[src/rtl/cci_pkg.sv]
package cci_pkg;

  typedef enum logic [2:0] {
    ST_IDLE  = 3'd0,
    ST_CHECK = 3'd1,
    ST_READ  = 3'd2,
    ST_WAIT  = 3'd3,
    ST_ISSUE = 3'd4
  } cci_state_e;

endpackage

[src/rtl/cci_rst_sync.sv]
module cci_rst_sync (
  input  logic clk,
  input  logic rst_n,
  output logic rst_n_sync
);

  logic [1:0] stage_q;

  always_ff @(posedge clk or negedge rst_n) begin
    if (!rst_n) begin
      stage_q <= 2'b00;
    end else begin
      stage_q <= {stage_q[0], 1'b1};
    end
  end

  assign rst_n_sync = stage_q[1];

endmodule

[src/rtl/cci_credit.sv]
module cci_credit #(
  parameter int DEPTH = 256,
  parameter int CW    = 9
) (
  input  logic          clk,
  input  logic          rst_n,
  input  logic          load_en,
  input  logic [CW-1:0] load_val,
  input  logic          take_en,
  input  logic [CW-1:0] need,
  output logic          enough
);

  localparam logic [CW-1:0] CAP = CW'(DEPTH);

  logic [CW-1:0] credit_q, credit_d;
  logic          credit_en;
  logic [CW-1:0] load_clamped;

  assign load_clamped = (load_val > CAP) ? CAP : load_val;
  assign credit_en    = load_en | take_en;

  always_comb begin
    credit_d = credit_q;
    if (load_en) begin
      credit_d = load_clamped;
    end else if (take_en) begin
      credit_d = credit_q - need;
    end
  end

  always_ff @(posedge clk or negedge rst_n) begin
    if (!rst_n) begin
      credit_q <= '0;
    end else if (credit_en) begin
      credit_q <= credit_d;
    end
  end

  assign enough = (credit_q >= need);

endmodule

[src/rtl/cci_beat_count.sv]
module cci_beat_count #(
  parameter int CW = 9
) (
  input  logic          clk,
  input  logic          rst_n,
  input  logic          load_en,
  input  logic [CW-1:0] load_val,
  input  logic          beat,
  output logic [CW-1:0] remaining,
  output logic          last
);

  logic [CW-1:0] rem_q, rem_d;
  logic          rem_en;

  assign rem_en = load_en | beat;

  always_comb begin
    rem_d = rem_q;
    if (load_en) begin
      rem_d = load_val;
    end else if (beat) begin
      rem_d = rem_q - 1'b1;
    end
  end

  always_ff @(posedge clk or negedge rst_n) begin
    if (!rst_n) begin
      rem_q <= '0;
    end else if (rem_en) begin
      rem_q <= rem_d;
    end
  end

  assign remaining = rem_q;
  assign last      = (rem_q == CW'(1));

endmodule

[src/rtl/cci_retry_timer.sv]
module cci_retry_timer #(
  parameter int RETRY_GAP = 8
) (
  input  logic clk,
  input  logic rst_n,
  input  logic start,
  input  logic run,
  output logic expired
);

  generate
    if (RETRY_GAP == 0) begin : g_nogap
      assign expired = 1'b1;
    end else begin : g_gap
      localparam int TW = $clog2(RETRY_GAP + 1);
      localparam logic [TW-1:0] LOADV = TW'(RETRY_GAP - 1);

      logic [TW-1:0] cnt_q, cnt_d;
      logic          cnt_en;

      assign cnt_en = start | (run & (cnt_q != '0));

      always_comb begin
        cnt_d = cnt_q;
        if (start) begin
          cnt_d = LOADV;
        end else if (run && cnt_q != '0) begin
          cnt_d = cnt_q - 1'b1;
        end
      end

      always_ff @(posedge clk or negedge rst_n) begin
        if (!rst_n) begin
          cnt_q <= '0;
        end else if (cnt_en) begin
          cnt_q <= cnt_d;
        end
      end

      assign expired = (cnt_q == '0);
    end
  endgenerate

endmodule

[src/rtl/cci_seq.sv]
module cci_seq
  import cci_pkg::*;
#(
  parameter int RETRY_GAP = 8
) (
  input  logic       clk,
  input  logic       rst_n,
  input  logic       req_valid,
  input  logic       count_ok,
  input  logic       enough,
  input  logic       rd_done,
  input  logic       gap_done,
  input  logic       beat,
  input  logic       last_beat,
  output cci_state_e state,
  output logic       accept,
  output logic       err_set,
  output logic       take,
  output logic       load,
  output logic       gap_start
);

  localparam bit HAS_GAP = (RETRY_GAP > 0);

  cci_state_e state_q, state_d;
  logic       retry_q, retry_d;

  always_comb begin
    state_d   = state_q;
    retry_d   = retry_q;
    accept    = 1'b0;
    err_set   = 1'b0;
    take      = 1'b0;
    load      = 1'b0;
    gap_start = 1'b0;
    unique case (state_q)
      ST_IDLE: begin
        if (req_valid) begin
          if (count_ok) begin
            accept  = 1'b1;
            retry_d = 1'b0;
            state_d = ST_CHECK;
          end else begin
            err_set = 1'b1;
          end
        end
      end
      ST_CHECK: begin
        if (enough) begin
          take    = 1'b1;
          state_d = ST_ISSUE;
        end else if (retry_q && HAS_GAP) begin
          gap_start = 1'b1;
          state_d   = ST_WAIT;
        end else begin
          state_d = ST_READ;
        end
      end
      ST_READ: begin
        if (rd_done) begin
          load    = 1'b1;
          retry_d = 1'b1;
          state_d = ST_CHECK;
        end
      end
      ST_WAIT: begin
        if (gap_done) begin
          state_d = ST_READ;
        end
      end
      ST_ISSUE: begin
        if (beat && last_beat) begin
          state_d = ST_IDLE;
        end
      end
      default: state_d = ST_IDLE;
    endcase
  end

  always_ff @(posedge clk or negedge rst_n) begin
    if (!rst_n) begin
      state_q <= ST_IDLE;
      retry_q <= 1'b0;
    end else begin
      state_q <= state_d;
      retry_q <= retry_d;
    end
  end

  assign state = state_q;

endmodule

[src/rtl/cmd_credit_issuer.sv]
module cmd_credit_issuer
  import cci_pkg::*;
#(
  parameter int DEPTH     = 256,
  parameter int DW        = 32,
  parameter int RETRY_GAP = 8,
  parameter int PERF_W    = 16,
  parameter int CW        = $clog2(DEPTH + 1)
) (
  input  logic              clk,
  input  logic              rst_n,
  input  logic              req_valid,
  input  logic [CW-1:0]     req_count,
  output logic              req_ready,
  output logic              req_err,
  input  logic              word_valid,
  input  logic [DW-1:0]     word_data,
  output logic              word_ready,
  output logic              wr_valid,
  output logic [DW-1:0]     wr_data,
  input  logic              wr_ready,
  output logic              st_rd_req,
  input  logic              st_rd_done,
  input  logic [CW-1:0]     st_rd_free,
  output logic [PERF_W-1:0] status_reads
);

  localparam logic [CW-1:0] MAXN = CW'(DEPTH);

  logic          rst_n_i;
  cci_state_e    state;
  logic          accept, err_set, take, load, gap_start;
  logic          enough, gap_done, last_beat, beat;
  logic          count_ok, in_issue, rd_done;
  logic [CW-1:0] need;
  logic          err_q;
  logic [PERF_W-1:0] reads_q;

  cci_rst_sync u_rst (
    .clk        (clk),
    .rst_n      (rst_n),
    .rst_n_sync (rst_n_i)
  );

  assign count_ok = (req_count != '0) && (req_count <= MAXN);
  assign in_issue = (state == ST_ISSUE);
  assign rd_done  = (state == ST_READ) && st_rd_done;
  assign beat     = in_issue && word_valid && wr_ready;

  cci_seq #(.RETRY_GAP(RETRY_GAP)) u_seq (
    .clk       (clk),
    .rst_n     (rst_n_i),
    .req_valid (req_valid),
    .count_ok  (count_ok),
    .enough    (enough),
    .rd_done   (rd_done),
    .gap_done  (gap_done),
    .beat      (beat),
    .last_beat (last_beat),
    .state     (state),
    .accept    (accept),
    .err_set   (err_set),
    .take      (take),
    .load      (load),
    .gap_start (gap_start)
  );

  cci_credit #(.DEPTH(DEPTH), .CW(CW)) u_credit (
    .clk      (clk),
    .rst_n    (rst_n_i),
    .load_en  (load),
    .load_val (st_rd_free),
    .take_en  (take),
    .need     (need),
    .enough   (enough)
  );

  cci_beat_count #(.CW(CW)) u_beats (
    .clk       (clk),
    .rst_n     (rst_n_i),
    .load_en   (accept),
    .load_val  (req_count),
    .beat      (beat),
    .remaining (need),
    .last      (last_beat)
  );

  cci_retry_timer #(.RETRY_GAP(RETRY_GAP)) u_gap (
    .clk     (clk),
    .rst_n   (rst_n_i),
    .start   (gap_start),
    .run     (state == ST_WAIT),
    .expired (gap_done)
  );

  always_ff @(posedge clk or negedge rst_n_i) begin
    if (!rst_n_i) begin
      err_q <= 1'b0;
    end else begin
      err_q <= err_set;
    end
  end

  always_ff @(posedge clk or negedge rst_n_i) begin
    if (!rst_n_i) begin
      reads_q <= '0;
    end else if (rd_done) begin
      reads_q <= reads_q + 1'b1;
    end
  end

  assign req_ready    = (state == ST_IDLE) && rst_n_i;
  assign req_err      = err_q;
  assign wr_valid     = in_issue && word_valid;
  assign wr_data      = word_data;
  assign word_ready   = in_issue && wr_ready;
  assign st_rd_req    = (state == ST_READ);
  assign status_reads = reads_q;

endmodule

[config.mk]
export PLATFORM = sky130hd
export DESIGN_NAME = cmd_credit_issuer
export DESIGN_NICKNAME = d
export VERILOG_FILES = /design/src/rtl/cci_pkg.sv /design/src/rtl/cci_rst_sync.sv /design/src/rtl/cci_credit.sv /design/src/rtl/cci_beat_count.sv /design/src/rtl/cci_retry_timer.sv /design/src/rtl/cci_seq.sv /design/src/rtl/cmd_credit_issuer.sv
export SDC_FILE = /design/constraint.sdc
export NUM_CORES = 1
export LEC_CHECK = 0
export BUFFER_PORTS_ARGS = -buffer_cell sky130_fd_sc_hd__buf_2
export CAP_MARGIN = 15
export CELL_PAD_IN_SITES_DETAIL_PLACEMENT = 1
export CELL_PAD_IN_SITES_GLOBAL_PLACEMENT = 2
export CORE_MARGIN = 5
export CORE_UTILIZATION = 29
export CTS_CLUSTER_DIAMETER = 150
export DETAILED_ROUTE_END_ITERATION = 8
export MAX_ROUTING_LAYER = met4
export PLACE_DENSITY_LB_ADDON = 0.1
export RECOVER_POWER = 100
export SLEW_MARGIN = 20
export SYNTH_ARGS = -nofsm -noshare
export SYNTH_HDL_FRONTEND = slang
export SYNTH_HIERARCHICAL = 1
export SYNTH_SLANG_ARGS = --single-unit
[constraint.sdc]
create_clock -name clk -period 2.3 [get_ports clk]
set_input_delay 0.345 -clock clk [delete_from_list [all_inputs] [get_ports clk]]
set_output_delay 0.345 -clock clk [all_outputs]
set_load 0.005 [all_outputs]
==> qor.tcl, run 1 <==
set qor(finalSetupViolations) 20
set qor(global_route.overflow_total) 0
set qor(final.setup.worst_slack_ns) -0.361
set qor(clock_latency_reported_for_the_late_side_of_the_worst_skew_pair_ns) 0.31
set qor(timing.critical_path.fanout_max) 2
set qor(synthMostInstantiatedCell) {dfrtp_1}
set qor(max-clock-path-buffers) 2
set qor(critical_path_s_slowest_cell) {dfrtp_1}
set qor(post-synth-top-area-fraction_pct) 38.2
set qor(yosysTopAreaCell) {dfrtp_1}
set qor(powerDensity_nw_per_um2) 1390
set qor(vias_per_cell) 4.77
set qor(postSynth.asyncResetShare_pct) 100
set qor(yosys_most_used_dff) {dfrtp_1}
set qor(synth_compound_area_share_pct) 12.3
set qor(place_hpwl_um) 5960
set qor(worstPathBufferInverterCount) 1
set qor(netlist-cell-type-count) 56
set qor(avgSynthCellArea_um2) 9.49
set qor(die_width_um) 111
set qor(leakagePower_nw) 1.73
set qor(utilization_pct) 38.1
set qor(finalWeightedCongestion) 0.798
set qor(outcome) {finished, violations left}
set qor(grt_antenna_before_repair) 0
set qor(number_of_global_route_vias_before_repair) 2671
set qor(rsz_0062_raised_after_global_routing) {yes}
set qor(mappedNetlistArea_um2) 2950
set qor(drc_errors) 0
set qor(cp_data_arrival_time_ns) 2.87
set qor(fmax_mhz) 376
set qor(synthCells) 311
set qor(synth_edf_count) 0
set qor(endpoint_kind) {register}
set qor(synth.top_cells.by_area) {dfrtp_1, buf_4, ha_1, xnor2_1, xor2_1}
set qor(yosys_warnings) 6
set qor(synth.net_count) 381
set qor(die_area_um2) 12300
set qor(drive_gt1_share_pct) 34.8
set qor(core_area_um2) 9860
set qor(synth_top_cells_by_count) {dfrtp_1, buf_4, nand2_1}
set qor(vdd_ir_drop_max_v) 0.000448
set qor(drt_pass1_iterations) 4
set qor(crit_path_max_incr_delay_ns) 0.42
set qor(antenna_left) 0
set qor(top_cell_family_by_delay_on_the_critical_path) {compound AO/OA/AOI/OAI gates}
set qor(fillCellCount) 1152
set qor(muxShareOfSynthArea_pct) 2.08
set qor(cts-buffers-inserted) 5
set qor(timing.final.crit_share_pct) 116
set qor(track_usage_pct) 13.4
set qor(timing.clock.skew_ns) 0.0140
set qor(synth-adder-area-share_pct) 6.19
set qor(via_total_after_detailed_routing) 2455
set qor(die_height_um) 111
set qor(yosys.area_share.xor_xnor_pct) 6.82
set qor(worst_setup_hold_path_clk_slew_ns) 0.10
set qor(transition_at_the_pin_with_the_smallest_max_transition_slack_ns) 1.15
set qor(drt_first_iter_violations) 52
set qor(synth_simple_gate_area_share_pct) 22.0
set qor(rows) 36
set qor(clkSinkCount) 45
set qor(timing.hold.ws_ns) 0.270
set qor(floorplan.initialDensity_pct) 29.9
set qor(cts_htree_levels) 2
set qor(crit_path_cell_trace) {ha_4, a21o_1, a21o_1, a221oi_4, o21ai_1, a21o_1, or3b_4, nor3b_4, buf_4, nor4_2, a31o_1}
set qor(largest_net_degree_at_the_start_of_global_routing) 44
set qor(drt-total-wl_um) 8080
set qor(finalNetCount) 451
set qor(failing_checks) {negative setup slack}
set qor(critical_path.most_common_cell) {a21o_1}
set qor(number_of_diodes_added_for_antenna_fixing) 0
set qor(yosysSeqAreaShare_pct) 38.2
set qor(cts_root_buf) {clkbuf_8}
set qor(drv_slew) 0
set qor(setup.worst_path.start_class) {register}
set qor(worst-setup-path-type) {register to register}
set qor(io-pin-count) 109
set qor(hold_viol_final) 0
set qor(cp_required_ns) 2.51
set qor(synth_seq_cells) 45
set qor(clock_tree_from_tritoncts) {done}
set qor(grt_pass1_wl_um) 13200
set qor(min-delay-path-class) {input pin to register}
set qor(max_slew_margin_pct) 23.4
set qor(min_period_ns) 2.66
set qor(timing.max_cap.violations) 0
set qor(port_buffers) 44
set qor(drt-wirelength-per-cell_um) 15.7
set qor(syn2layout_area_growth_pct) 27.2
set qor(main_combinational_cell_family_by_area_after_synthesis) {simple AND/OR/NAND/NOR gates}
-- kinds of logic (layout without fill, tap and decap cells) --
group | after synthesis | in the layout
AND/OR/NAND/NOR | 109 | 109
buffers and inverters | 61 | 132
AO/OA/AOI/OAI | 52 | 52
flip-flops | 45 | 45
XOR/XNOR | 23 | 23
adder cells (fa/ha/maj) | 14 | 14
multiplexers | 6 | 6
other | 1 | 1
-- state kept, by name, indices dropped and copies added, names as in the netlist --
name	flops
status_reads	16
u_credit/credit_q	9
u_beats/remaining	9
u_seq/retry_q	1
u_rst/stage_q	2
u_gap/g_gap.cnt_q	4
u_seq/state	3
req_err	1
-- metrics by stage --
step	setup TNS, ns	instance area, µm²	setup slack (ns)	cells	total power [W]
after floorplan	-1.13	3000	-0.325	311	0.00291
after global placement	-3.00	3400	-0.479	490	0.00389
after detailed placement	-3.84	3400	-0.568	490	0.00391
after CTS	-2.86	3620	-0.417	512	0.00483
after global routing	-7.84	3750	-0.464	515	0.00570
final	-4.30	3750	-0.361	515	0.00523
-- worst reg2reg max path, delay by kind of cell, from the launching register on --
kind,cells,cell delay [ns]
compound gates,6,1.15
simple gates,3,0.61
flops,1,0.42
fa+ha+maj,1,0.25
buf+inv,1,0.14
-- per-layer routing --
metal / GRT usage [%] / part of all wire [%] / up-vias
met5: - / 0 / -
met4: 2.63 / 0.53 / 0
met3: 3.55 / 3.1 / 6
met2: 24.0 / 53 / 39
met1: 15.1 / 43 / 1204
li1: - / - / 1206
-- where the power goes --
part           internal (W)  total [W]  switching (W)
Combinational       0.00183    0.00339        0.00155
Sequential          0.00105    0.00128       0.000229
Clock              0.000250   0.000559       0.000309
Total               0.00314    0.00523        0.00209
-- cell type report --
cell class	count	area [µm²]	area share (%)
inverter	23	86.3	2.30
clock inverter	2	17.5	0.467
timing repair buffer	101	651	17.3
clock buffer	6	82.6	2.20
sequential	45	1130	30.1
multi-input combinational	205	1620	43.2
tap	133	166	4.43
-- worst paths after layout --
check                                startpoint                   end  slack [ns]  cells past startpoint
setup / recovery           u_credit/credit_q[4]  u_gap/g_gap.cnt_q[3]       -0.36                     11
hold / removal                     req_count[6]  u_beats/remaining[6]        0.27                      3
setup reg to reg           u_credit/credit_q[4]  u_gap/g_gap.cnt_q[3]       -0.36                     11
hold reg to reg                u_rst/stage_q[0]      u_rst/stage_q[1]        0.36                      0
max in group asynchronous      u_rst/stage_q[1]  u_credit/credit_q[1]        0.92                      1
min in group asynchronous                 rst_n      u_rst/stage_q[1]        0.36                      2
-- placed cells by master, fill, tap and decap left out, drive strengths merged, types with 3 or more instances in the layout --
cell | Yosys | final
buf | 37 | 84
dfrtp | 45 | 45
nand2 | 23 | 23
inv | 21 | 22
clkbuf | 1 | 22
nor2 | 19 | 19
ha | 13 | 13
o21ai | 13 | 13
xnor2 | 12 | 12
xor2 | 11 | 11
nand3 | 10 | 10
a31oi | 9 | 9
a21oi | 8 | 8
nand4 | 7 | 7
and3 | 6 | 6
nor2b | 6 | 6
a21o | 5 | 5
mux2i | 5 | 5
nor3b | 5 | 5
or4 | 5 | 5
nor4 | 4 | 4
and4 | 4 | 4
nand3b | 4 | 4
or3 | 4 | 4
a32o | 3 | 3
clkinv | 2 | 3
a31o | 3 | 3
-- repair_timing --
item / in CTS / in global routing
hold buffers: 1 / 0
hold endpoints to repair: 2 / 0
endpoints found under the setup margin: 14 / 14
resized for setup: 7 / 35
setup buffers: 14 / 6
pin swaps: 11 / 9
gates cloned: 0 / 0
(Power assumes the default switching activity.)
==> run 2: changes to the inputs <==
--- a/config.mk
+++ b/config.mk
@@ -9,7 +9,7 @@
 export CAP_MARGIN = 15
 export CELL_PAD_IN_SITES_DETAIL_PLACEMENT = 1
 export CELL_PAD_IN_SITES_GLOBAL_PLACEMENT = 2
-export CORE_MARGIN = 5
+export CORE_MARGIN = 2
 export CORE_UTILIZATION = 29
 export CTS_CLUSTER_DIAMETER = 150
 export DETAILED_ROUTE_END_ITERATION = 8
==> qor.tcl, run 2 (synthesis results as in run 1) <==
set qor(outcome) {finished, violations left}
set qor(failing_checks) {negative setup slack}
set qor(port_buffers) 44 ;# unchanged
set qor(setup.worst_path.start_class) {register}
set qor(top_cell_family_by_delay_on_the_critical_path) {compound AO/OA/AOI/OAI gates}
set qor(place_hpwl_um) 5770 ;# -3.2%
set qor(drc_errors) 0 ;# unchanged
set qor(drt-wirelength-per-cell_um) 15.5 ;# -1.3%
set qor(power_frac_seq_pct) 23.6 ;# -0.9 points
set qor(critical_path_s_slowest_cell) {dfrtp_1}
set qor(leakagePower_nw) 1.78 ;# +2.4%
set qor(io-pin-count) 109 ;# unchanged
set qor(fmax_mhz) 365 ;# -2.9%
set qor(worst_setup_hold_path_clk_slew_ns) 0.11 ;# about the same
set qor(global_route.overflow_total) 0 ;# unchanged
set qor(min-delay-path-class) {input pin to register}
set qor(drv_slew) 0 ;# unchanged
set qor(timing.clock.skew_ns) 0.00979 ;# -0.00419 ns
set qor(power_share_of_the_clock_group_pct) 12.2 ;# +1.5 points
set qor(rsz_0062_raised_after_global_routing) {yes}
set qor(timing.max_cap.violations) 0 ;# unchanged
set qor(number_of_diodes_added_for_antenna_fixing) 0 ;# unchanged
set qor(number_of_global_route_vias_before_repair) 2592 ;# -3.0%
set qor(via_total_after_detailed_routing) 2475 ;# +0.81%
set qor(met3_track_demand_over_resource_pct) 3.93 ;# +0.38 points
set qor(crit_path_max_incr_delay_ns) 0.42 ;# about the same
set qor(min-delay-start) {st_rd_free[2]}
set qor(vias_per_cell) 4.80 ;# +0.62%
set qor(max-clock-path-buffers) 2 ;# unchanged
set qor(worstPathBufferInverterCount) 1 ;# unchanged
set qor(comb_power_share_pct) 64.2 ;# -0.6 points
set qor(drt_pass1_iterations) 4 ;# unchanged
set qor(grt.busiest_layer) {met2}
set qor(layout_common_cells) {buf_4, dfrtp_1, buf_2}
set qor(syn2layout_area_growth_pct) 29.7
set qor(cp_required_ns) 2.52 ;# about the same
set qor(floorplan.initialDensity_pct) 30.1 ;# +0.14 points
set qor(grt_antenna_before_repair) 0 ;# unchanged
set qor(preCtsSetupSlack_ns) -0.537 ;# +0.0315 ns
set qor(finalNetCount) 452 ;# +0.22%
set qor(grt.met1_usage_pct) 18.3 ;# +3.2 points
set qor(switching_power_w) 0.00216 ;# +3.1%
set qor(largest_net_degree_at_the_start_of_global_routing) 44 ;# unchanged
set qor(timing.hold.ws_ns) 0.260 ;# -0.0105 ns
set qor(max_slew_margin_pct) 22.8 ;# -0.66 points
set qor(powerDensity_nw_per_um2) 1410 ;# +1.4%
set qor(sw_frac_of_total_pct) 39.9 ;# -0.11 points
set qor(p_int_w) 0.00325 ;# +3.6%
set qor(fillCellCount) 1193 ;# +3.6%
set qor(grt_pass1_wl_um) 13000 ;# -1.4%
set qor(critical_path.startpoint) {u_credit/credit_q[4]}
set qor(die_area_um2) 11000 ;# -11%
set qor(largest_reg_flops) 16 ;# unchanged
set qor(vdd_ir_drop_max_v) 0.000511 ;# +14%
set qor(clock_tree_from_tritoncts) {done}
set qor(utilization_pct) 39.0 ;# +0.93 points
set qor(final.setup.worst_slack_ns) -0.441 ;# -0.0805 ns
set qor(hold_viol_final) 0 ;# unchanged
set qor(timing.critical_path.fanout_max) 2 ;# unchanged
set qor(clkSinkCount) 45 ;# unchanged
set qor(cts_htree_levels) 2 ;# unchanged
set qor(worst-setup-path-type) {register to register}
set qor(fin_total_pwr_w) 0.00541 ;# +3.4%
set qor(track_usage_pct) 15.2 ;# +1.8 points
set qor(drive_gt1_share_pct) 37.9 ;# +3.0 points
set qor(die_width_um) 105 ;# -5.4%
set qor(layout_commonest_cell) {buf_4}
set qor(endpoint_kind) {register}
set qor(min_period_ns) 2.74 ;# +0.0805 ns
set qor(antenna_left) 0 ;# unchanged
set qor(clock_latency_reported_for_the_late_side_of_the_worst_skew_pair_ns) 0.32 ;# about the same
set qor(rows) 36 ;# unchanged
set qor(cts_root_buf) {clkbuf_8}
set qor(cts-buffers-inserted) 5 ;# unchanged
set qor(finalWeightedCongestion) 0.770 ;# -3.5%
set qor(timing.final.crit_share_pct) 119 ;# +3.5 points
set qor(rr_startpoint) {u_credit/credit_q[4]}
set qor(drt-total-wl_um) 7990 ;# -1.1%
set qor(core_area_um2) 9820 ;# -0.46%
set qor(die_height_um) 105 ;# -5.4%
set qor(crit_path_cell_trace) {ha_4, a21o_1, a21o_1, a221oi_4, o21ai_1, a21o_1, or3b_4, nor3b_4, buf_4, nor4_2, a31o_1}
set qor(cp_data_arrival_time_ns) 2.96 ;# +0.09 ns
set qor(drt_first_iter_violations) 26 ;# -50%
set qor(finalSetupViolations) 17 ;# -15%
set qor(critical_path.most_common_cell) {a21o_1}
set qor(transition_at_the_pin_with_the_smallest_max_transition_slack_ns) 1.16 ;# +0.00989 ns
set qor(grt.met2_usage_pct) 25.6 ;# +1.6 points
## run 2: cell count changes in the layout (fill, tap and decap cells not counted), moves of 2 or more
cell      change
ha_1          -2
nor2_2        +3
clkbuf_1      -3
nor2_4        -2
a31oi_1       -2
buf_2         +3
buf_8         +2
buf_4         +2
buf_6         -2
## run 2: per-stage QoR
step	setup TNS [ns]	cell area [µm²]	std cells
finish	-4.74	3830	516
global route	-9.69	3830	516
CTS	-4.82	3750	514
detailed placement	-4.70	3400	490
global placement	-4.19	3400	490
floorplan	-1.13	3000	311
## run 2: worst paths after layout
path	to	slack (ns)	cells after the start
min reg2reg	u_rst/stage_q[1]	0.36	0
min	u_credit/credit_q[2]	0.26	2
min in group asynchronous	u_rst/stage_q[1]	0.34	2
max reg2reg	u_gap/g_gap.cnt_q[3]	-0.44	11
max	u_gap/g_gap.cnt_q[3]	-0.44	11
max in group asynchronous	u_beats/remaining[1]	0.99	1
## run 2: timing repair
| item | in CTS | in global routing |
|---|---|---|
| setup buffers | 14 | 5 |
| resized for setup | 28 | 23 |
| hold buffers | 1 | 0 |
| pin swaps | 15 | 22 |
| endpoints found under the hold margin | 2 | 0 |
| endpoints found under the setup margin | 14 | 16 |
| gates cloned | 1 | 0 |
## run 2: layout make-up
type / count / area [µm²] / area share, %
Clock buffer: 5 / 68.8 / 1.80
Clock inverter: 3 / 47.5 / 1.24
Inverter: 23 / 86.3 / 2.26
Multi-Input combinational cell: 205 / 1670 / 43.7
Sequential cell: 45 / 1130 / 29.5
Tap cell: 133 / 166 / 4.35
Timing Repair Buffer: 102 / 657 / 17.2
## run 2: power by group through the flow
stage / clock network, W / registers (W) / logic [W]
final: 0.000661 / 0.00128 / 0.00347
after global routing: 0.000724 / 0.00132 / 0.00383
after CTS: 0.000699 / 0.00128 / 0.00321
after detailed placement: 0 / 0.00129 / 0.00268
after global placement: 0 / 0.00128 / 0.00264
after floorplan: 0 / 0.00131 / 0.00161
## run 2: layer usage
layer / vias to the layer above / share of wire (%)
met2: 33 / 53
met4: 0 / 1.0
met1: 1226 / 43
li1: 1207 / -
met3: 9 / 3.2
met5: - / 0
